## config.mk

```make
export PLATFORM = sky130hd
export DESIGN_NAME = xlat_tlb
export DESIGN_NICKNAME = d
export VERILOG_FILES = /design/src/rtl/xlat_pkg.sv /design/src/rtl/xlat_cam.sv /design/src/rtl/xlat_victim.sv /design/src/rtl/xlat_miss_ctl.sv /design/src/rtl/xlat_tlb.sv
export SDC_FILE = /design/constraint.sdc
export NUM_CORES = 1
export LEC_CHECK = 0
export BUFFER_PORTS_ARGS = -buffer_cell sky130_fd_sc_hd__buf_2
export CAP_MARGIN = 10
export CORE_AREA = 4 4 232 234
export CTS_CLUSTER_SIZE = 16
export DETAILED_ROUTE_END_ITERATION = 8
export DIE_AREA = 0 0 236 238
export GPL_TIMING_DRIVEN = 0
export PLACE_DENSITY = 0.86
export REMOVE_ABC_BUFFERS = 1
export SLEW_MARGIN = 10
export SYNTH_ARGS = -nofsm -noshare
export SYNTH_HDL_FRONTEND = slang
export SYNTH_SLANG_ARGS = --single-unit
```

## constraint.sdc

```tcl
create_clock -name clk -period 6.6 [get_ports clk]
set_input_delay 1.32 -clock clk [delete_from_list [all_inputs] [get_ports clk]]
set_output_delay 1.32 -clock clk [all_outputs]
set_load 0.05 [all_outputs]
```

## src/rtl/xlat_pkg.sv

```systemverilog
package xlat_pkg;

  typedef enum logic [1:0] {
    ACC_LOAD  = 2'b00,
    ACC_STORE = 2'b01,
    ACC_FETCH = 2'b10,
    ACC_RSVD  = 2'b11
  } acc_e;

  typedef enum logic {
    MST_IDLE = 1'b0,
    MST_WALK = 1'b1
  } mst_e;

  localparam int PERM_W = 3;
  localparam int PB_LOAD  = 0;
  localparam int PB_STORE = 1;
  localparam int PB_FETCH = 2;

  function automatic logic access_allowed(input logic [PERM_W-1:0] perm,
                                          input logic [1:0] acc);
    logic ok;
    case (acc)
      ACC_LOAD:  ok = perm[PB_LOAD];
      ACC_STORE: ok = perm[PB_STORE];
      ACC_FETCH: ok = perm[PB_FETCH];
      default:   ok = 1'b0;
    endcase
    return ok;
  endfunction

endpackage

```

## src/rtl/xlat_cam.sv

```systemverilog
module xlat_cam
  import xlat_pkg::*;
#(
  parameter int ENTRIES = 16,
  parameter int VPN_W   = 20,
  parameter int PPN_W   = 20,
  parameter int IDX_W   = 4
) (
  input  logic                 clk,
  input  logic                 rst_n,
  input  logic                 flush,
  input  logic [VPN_W-1:0]     look_vpn,
  input  logic                 ins_en,
  input  logic [IDX_W-1:0]     ins_idx,
  input  logic [VPN_W-1:0]     ins_vpn,
  input  logic [PPN_W-1:0]     ins_ppn,
  input  logic [PERM_W-1:0]    ins_perm,
  input  logic                 ins_dirty,
  input  logic                 mark_en,
  input  logic [IDX_W-1:0]     mark_idx,
  output logic                 hit,
  output logic [IDX_W-1:0]     hit_idx,
  output logic [PPN_W-1:0]     hit_ppn,
  output logic [PERM_W-1:0]    hit_perm,
  output logic                 hit_dirty,
  output logic [ENTRIES-1:0]   used
);

  logic [ENTRIES-1:0] used_q, used_d;
  logic [ENTRIES-1:0] dirty_q, dirty_d;
  logic [ENTRIES-1:0] wr_sel;
  logic [ENTRIES-1:0] match;
  logic [VPN_W-1:0]   vpn_q  [ENTRIES];
  logic [PPN_W-1:0]   ppn_q  [ENTRIES];
  logic [PERM_W-1:0]  perm_q [ENTRIES];

  genvar g;
  generate
    for (g = 0; g < ENTRIES; g++) begin : g_slot
      assign wr_sel[g] = ins_en && !flush && (ins_idx == IDX_W'(g));
      assign match[g]  = used_q[g] && (vpn_q[g] == look_vpn);

      always_comb begin
        if (flush)       used_d[g] = 1'b0;
        else if (wr_sel[g]) used_d[g] = 1'b1;
        else             used_d[g] = used_q[g];

        if (wr_sel[g])   dirty_d[g] = ins_dirty;
        else if (mark_en && (mark_idx == IDX_W'(g))) dirty_d[g] = 1'b1;
        else             dirty_d[g] = dirty_q[g];
      end
    end
  endgenerate

  always_ff @(posedge clk or negedge rst_n) begin
    if (!rst_n) begin
      used_q  <= '0;
      dirty_q <= '0;
    end else begin
      used_q  <= used_d;
      dirty_q <= dirty_d;
    end
  end

  always_ff @(posedge clk) begin
    for (int i = 0; i < ENTRIES; i++) begin
      if (wr_sel[i]) begin
        vpn_q[i]  <= ins_vpn;
        ppn_q[i]  <= ins_ppn;
        perm_q[i] <= ins_perm;
      end
    end
  end

  always_comb begin
    hit_idx   = '0;
    hit_ppn   = '0;
    hit_perm  = '0;
    hit_dirty = 1'b0;
    for (int i = 0; i < ENTRIES; i++) begin
      if (match[i]) begin
        hit_idx   = hit_idx | IDX_W'(i);
        hit_ppn   = hit_ppn | ppn_q[i];
        hit_perm  = hit_perm | perm_q[i];
        hit_dirty = hit_dirty | dirty_q[i];
      end
    end
  end

  assign hit  = |match;
  assign used = used_q;

  // a page is never held twice, so the OR-mux readout is exact
  p_single_match_r2: assert property (@(posedge clk) disable iff (!rst_n)
    $onehot0(match));

  // flush empties the array on the following cycle
  p_flush_empties_r11: assert property (@(posedge clk) disable iff (!rst_n)
    flush |=> (used_q == '0));

endmodule

```

## src/rtl/xlat_victim.sv

```systemverilog
module xlat_victim #(
  parameter int ENTRIES = 16,
  parameter int IDX_W   = 4
) (
  input  logic                clk,
  input  logic                rst_n,
  input  logic [ENTRIES-1:0]  used,
  input  logic                pick_en,
  output logic [IDX_W-1:0]    victim_idx,
  output logic                full
);

  logic [IDX_W-1:0] ptr_q, ptr_d;
  logic [IDX_W-1:0] free_idx;
  logic             ptr_adv;

  always_comb begin
    free_idx = '0;
    for (int i = ENTRIES - 1; i >= 0; i--) begin
      if (!used[i]) free_idx = IDX_W'(i);
    end
  end

  assign full       = &used;
  assign victim_idx = full ? ptr_q : free_idx;
  assign ptr_adv    = pick_en && full;

  always_comb begin
    ptr_d = ptr_q;
    if (ptr_adv) begin
      if (ptr_q == IDX_W'(ENTRIES - 1)) ptr_d = '0;
      else                              ptr_d = ptr_q + 1'b1;
    end
  end

  always_ff @(posedge clk or negedge rst_n) begin
    if (!rst_n) ptr_q <= '0;
    else        ptr_q <= ptr_d;
  end

  // while a slot is free, an insert never lands on an in-use slot
  p_free_first_r6: assert property (@(posedge clk) disable iff (!rst_n)
    (pick_en && !full) |-> !used[victim_idx]);

  // the pointer moves only on a replacement
  p_ptr_moves_r7: assert property (@(posedge clk) disable iff (!rst_n)
    !(pick_en && full) |=> $stable(ptr_q));

endmodule

```

## src/rtl/xlat_miss_ctl.sv

```systemverilog
module xlat_miss_ctl
  import xlat_pkg::*;
#(
  parameter int VPN_W = 20
) (
  input  logic              clk,
  input  logic              rst_n,
  input  logic              req_valid,
  input  logic              hit,
  input  logic [VPN_W-1:0]  look_vpn,
  input  logic              walk_done,
  output logic              in_walk,
  output logic              walk_req,
  output logic [VPN_W-1:0]  walk_vpn
);

  mst_e             st_q, st_d;
  logic [VPN_W-1:0] vpn_q;
  logic             start;

  assign start = (st_q == MST_IDLE) && req_valid && !hit;

  always_comb begin
    st_d = st_q;
    case (st_q)
      MST_IDLE: if (start)     st_d = MST_WALK;
      MST_WALK: if (walk_done) st_d = MST_IDLE;
      default:                 st_d = MST_IDLE;
    endcase
  end

  always_ff @(posedge clk or negedge rst_n) begin
    if (!rst_n) st_q <= MST_IDLE;
    else        st_q <= st_d;
  end

  always_ff @(posedge clk) begin
    if (start) vpn_q <= look_vpn;
  end

  assign in_walk  = (st_q == MST_WALK);
  assign walk_req = in_walk;
  assign walk_vpn = vpn_q;

  // an outstanding walk holds its request and page number until answered
  p_walk_hold_r3: assert property (@(posedge clk) disable iff (!rst_n)
    (walk_req && !walk_done) |=> (walk_req && $stable(walk_vpn)));

endmodule

```

## src/rtl/xlat_tlb.sv

```systemverilog
module xlat_tlb
  import xlat_pkg::*;
#(
  parameter int ENTRIES = 16,
  parameter int VA_W    = 32,
  parameter int PA_W    = 32,
  parameter int OFS_W   = 12
) (
  input  logic                 clk,
  input  logic                 rst_n,
  input  logic                 flush,
  input  logic                 req_valid,
  input  logic [VA_W-1:0]      req_va,
  input  logic [1:0]           req_acc,
  output logic                 req_stall,
  output logic                 rsp_valid,
  output logic [PA_W-1:0]      rsp_pa,
  output logic                 rsp_fault,
  output logic                 rsp_prot_fault,
  output logic                 dirty_note,
  output logic [VA_W-OFS_W-1:0] dirty_vpn,
  output logic                 walk_req,
  output logic [VA_W-OFS_W-1:0] walk_vpn,
  input  logic                 walk_done,
  input  logic                 walk_ok,
  input  logic [PA_W-OFS_W-1:0] walk_ppn,
  input  logic [2:0]           walk_perm,
  input  logic                 walk_dirty
);

  localparam int VPN_W = VA_W - OFS_W;
  localparam int PPN_W = PA_W - OFS_W;
  localparam int IDX_W = (ENTRIES > 1) ? $clog2(ENTRIES) : 1;

  logic [VPN_W-1:0]   look_vpn;
  logic [OFS_W-1:0]   look_ofs;
  logic               cam_hit;
  logic [IDX_W-1:0]   cam_idx;
  logic [PPN_W-1:0]   cam_ppn;
  logic [PERM_W-1:0]  cam_perm;
  logic               cam_dirty;
  logic [ENTRIES-1:0] cam_used;
  logic [IDX_W-1:0]   victim_idx;
  logic               arr_full;
  logic               in_walk;

  logic look_hit, hit_ok, walk_fin, walk_fin_ok, walk_acc_ok, is_store;
  logic mark_en, ins_en, ins_dirty, note_hit, note_walk;

  assign look_vpn = req_va[VA_W-1:OFS_W];
  assign look_ofs = req_va[OFS_W-1:0];
  assign is_store = (req_acc == ACC_STORE);

  xlat_cam #(
    .ENTRIES (ENTRIES),
    .VPN_W   (VPN_W),
    .PPN_W   (PPN_W),
    .IDX_W   (IDX_W)
  ) u_cam (
    .clk       (clk),
    .rst_n     (rst_n),
    .flush     (flush),
    .look_vpn  (look_vpn),
    .ins_en    (ins_en),
    .ins_idx   (victim_idx),
    .ins_vpn   (walk_vpn),
    .ins_ppn   (walk_ppn),
    .ins_perm  (walk_perm),
    .ins_dirty (ins_dirty),
    .mark_en   (mark_en),
    .mark_idx  (cam_idx),
    .hit       (cam_hit),
    .hit_idx   (cam_idx),
    .hit_ppn   (cam_ppn),
    .hit_perm  (cam_perm),
    .hit_dirty (cam_dirty),
    .used      (cam_used)
  );

  xlat_victim #(
    .ENTRIES (ENTRIES),
    .IDX_W   (IDX_W)
  ) u_victim (
    .clk        (clk),
    .rst_n      (rst_n),
    .used       (cam_used),
    .pick_en    (ins_en),
    .victim_idx (victim_idx),
    .full       (arr_full)
  );

  xlat_miss_ctl #(
    .VPN_W (VPN_W)
  ) u_miss (
    .clk       (clk),
    .rst_n     (rst_n),
    .req_valid (req_valid),
    .hit       (cam_hit),
    .look_vpn  (look_vpn),
    .walk_done (walk_done),
    .in_walk   (in_walk),
    .walk_req  (walk_req),
    .walk_vpn  (walk_vpn)
  );

  // Hit path: only while no walk is outstanding
  assign look_hit    = !in_walk && req_valid && cam_hit;
  assign hit_ok      = access_allowed(cam_perm, req_acc);

  // Walk completion path
  assign walk_fin    = in_walk && walk_done;
  assign walk_fin_ok = walk_fin && walk_ok;
  assign walk_acc_ok = access_allowed(walk_perm, req_acc);

  assign note_hit  = look_hit && hit_ok && is_store && !cam_dirty;
  assign note_walk = walk_fin_ok && walk_acc_ok && is_store && !walk_dirty;

  assign mark_en   = note_hit;
  assign ins_en    = walk_fin_ok;
  assign ins_dirty = walk_dirty || (is_store && walk_acc_ok);

  always_comb begin
    rsp_valid      = look_hit || walk_fin;
    rsp_fault      = walk_fin && !walk_ok;
    rsp_prot_fault = (look_hit && !hit_ok) || (walk_fin_ok && !walk_acc_ok);
    rsp_pa         = '0;
    if (look_hit && hit_ok)            rsp_pa = {cam_ppn, look_ofs};
    else if (walk_fin_ok && walk_acc_ok) rsp_pa = {walk_ppn, look_ofs};
  end

  assign req_stall  = req_valid && !rsp_valid;
  assign dirty_note = note_hit || note_walk;
  assign dirty_vpn  = look_vpn;

  // a hit in idle never starts a walk
  p_hit_no_walk_r2: assert property (@(posedge clk) disable iff (!rst_n)
    (!walk_req && req_valid && cam_hit) |=> !walk_req);

  // a failed walk leaves the in-use set untouched
  p_fault_no_insert_r5: assert property (@(posedge clk) disable iff (!rst_n)
    (rsp_fault && !flush) |=> $stable(cam_used));

  // the notice only accompanies a permitted store response
  p_note_store_r9: assert property (@(posedge clk) disable iff (!rst_n)
    dirty_note |-> (rsp_valid && (req_acc == ACC_STORE) && !rsp_prot_fault && !rsp_fault));

  // a protection fault carries no address
  p_prot_no_pa_r8: assert property (@(posedge clk) disable iff (!rst_n)
    rsp_prot_fault |-> (rsp_pa == '0));

endmodule

```

==> metrics.cfg <==
[timing]
setup_violations=1
rsz0062_at_grt=yes
post-route-min-period_ns=6.628
tns_ns=-0.02798
finalCritPeriodShare_pct=100.4
drv_slew=0
max-slew-margin-rel_pct=13.90
fin_ws_ns=-0.02798
fmax_mhz=150.9
final_hold_viol_count=0
whs_ns=0.5300
skew_ns=0.03606
worstMarginPinSlew_ns=1.291

[setup_path]
cp-startpoint=req_va[29]
cp_max_fo=20
worstPathArrival_ns=5.31
cp.required_ns=5.28
cp-start-kind=primary input
timing.rr.start=u_cam.used[9]
critical_path_class=primary input to output port
end_kind=output port

[pwr]
switching_share_pct=22.00
combPwrFrac_pct=4.3
p_int_uw=7729
ir_worst_vdd_v=0.0001828
p_total_uw=9909
clkPwrFrac_pct=42.3
power_switching_uw=2180
p_seq_share_pct=53.4
power_leakage_uw=0.01168
power.density_nw_per_um2=277.8

[clock_network]
cts_htree_levels=3
root_buffer=clkbuf_16
clk_pin_slew_worst_paths_ns=0.06
cts_buffers=71
clock_sinks=745
clkLatencyLatePin_ns=0.64
clockBufferDepth=3
cts_tree=done

[placed_design]
placed_cells=2767
gp_congestion=0.9930
place_area_um2=32980
dpl.hpwl_um=55760
io_buffers=141

[run_status]
status=finished with violations
violations=negative setup slack

[detailed_routing]
via_count=20630
wire_per_inst_um=32.80
routed_via_density=7.095
drtIter0Drc=3925
ant_nets=0
first_pass_iters=6
drt_wl_total_um=95370
drc_errors=0

[logic_synthesis]
syn_area_um2=31340
ys_warn_count=0
avgSynthCellArea_um2=15.64
ys_ff_latch=745
ys_dominant_reg_cell=edfxtp_1
synth_top_area_share_pct=67.85
async_reset_ff_share_pct=4.966
synth_area_leaders=edfxtp_1, xnor2_1, a22oi_1
synth_top_cell_by_area=edfxtp_1
synth_cell_types=75
synth_cells=2004
synth_edf_count=708
ys_seq_area_share_pct=70.80

[floorplanning]
die_w_um=236
num_rows=84
initial_utilization_pct=60.23
die_area_um2=56170
fp.coreArea_um2=52020
io_pins=142
die_h_um=238

[grt]
overflow=0
grt_use_total_pct=33.08
grt_max_degree=44
antenna_found_initial=6
grt_pass1_vias=20820
grt_pass1_wl_um=136200

[final_layout]
fillers=3141
area_delta_synth_final_pct=13.82
final_net_count=2225
final_common_cell=edfxtp_1
layout_common_cells=edfxtp_1, xnor2_1, a22oi_1
stdcell_count=2908
stdcell_area_um2=35670
drive_gt1_share_pct=17.83

[run]
max_cap_viol_count=0

[min_path]
min_path_type=flop to flop
min_from=u_victim.ptr_q[3]

cells by family after synthesis:
logic type | after synthesis | share of synthesized area, %
DFF | 745 | 70.80
and+or+nand+nor | 505 | 9.727
xor gates and xnor gates | 322 | 9.000
AOI/OAI and AO/OA | 286 | 7.112
buffers and inverters | 128 | 2.767
muxes | 17 | 0.5510
adders and majority gates | 1 | 0.03992
through the flow:
step | utilization, % | setup slack [ns]
2_1_floorplan | - | 0.3168
3_3_place_gp | 61.72 | -2.873
3_5_place_dp | 63.40 | -1.256
4_1_cts | 68.33 | 0.01492
5_1_grt | 68.55 | -0.01059
6_report | 68.56 | -0.02798
cells in the mapped netlist, drive strengths merged (3+ instances only):
cell type and count:
a21boi 13, a21o 13, a21oi 7, a221oi 9, a22o 9, a22oi 144, a32oi 5, a41oi 15
and2 22, and3 36, and4 21, and4bb 3, buf 83, clkbuf 25, dfrtp 37, edfxtp 708
inv 20, mux2i 15, nand2 59, nand2b 10, nand3 70, nand4 142, nor2 62, nor2b 7
nor3 12, nor4 41, nor4b 3, o2111ai 9, o21ai 35, o41ai 4, or4 7, xnor2 234
xor2 88
power by group through the flow:
| stage | Combinational (uW) | Sequential [uW] | Clock, uW |
|---|---|---|---|
| finish | 431 | 5290 | 4190 |
| global route | 447 | 5290 | 4400 |
| CTS | 417 | 5280 | 4180 |
| detailed placement | 403 | 5380 | 0 |
| global placement | 378 | 5380 | 0 |
| floorplan | 155 | 5370 | 0 |
timing repair:
action,4_1_cts,5_1_grt
setup endpoints to repair,36,33
setup buffers,4,3
hold buffers,0,0
gates cloned,1,0
pin swaps,3,1
resized for setup,32,22
critical path, stage by stage:
cell,delay [ns]
clkbuf_4,0.43
nand2b_1,0.20
or3b_1,0.35
nor3_1,0.64
nand3_1,0.46
o2111ai_1,0.39
o41ai_1,0.20
o311ai_4,0.20
buf_4,0.22
nand4_4,0.09
buf_12,0.21
o21ai_2,0.25
buf_2,0.31
per-layer routing:
layer  up-vias  global-route usage, %  wire length (um)
met2      2058                  51.15             43730
met5         -                      0                 0
met1      9939                  42.01             31240
li1       8174                      -                 -
met3       461                  10.69             14850
met4         0                  18.17              5540
path summary, 6_finish.rpt:
path | end | slack, ns | cells after the start
min in group asynchronous | u_victim.ptr_q[0] | 0.81 | 1
worst min register to register | u_victim.ptr_q[3] | 0.53 | 1
max in group asynchronous | u_cam.used[3] | 5.23 | 1
worst min-delay path | u_victim.ptr_q[3] | 0.53 | 1
worst max register to register | u_cam.ppn_q[1][91] | 2.05 | 11
worst max-delay path | dirty_note | -0.03 | 13
sequential cells by signal, summed over array words and instances, names as in the netlist:
register and count:
u_victim.ptr_q 4, u_cam.perm_q 48, u_miss.walk_vpn 20, u_cam.ppn_q 320, u_cam.used 16, u_cam.vpn_q 320
u_miss.in_walk 1, u_cam.dirty_q 16
layout make-up:
type	instances	area (um2)	area share (%)
Antenna cell	5	12.51	0.03508
Clock buffer	83	1843	5.167
Clock inverter	45	525.5	1.473
Inverter	20	75.07	0.2105
Multi-Input combinational cell	1132	8628	24.19
Sequential cell	745	22190	62.20
Tap cell	688	860.8	2.414
Timing Repair Buffer	190	1535	4.304
(Power assumes the default switching activity.)
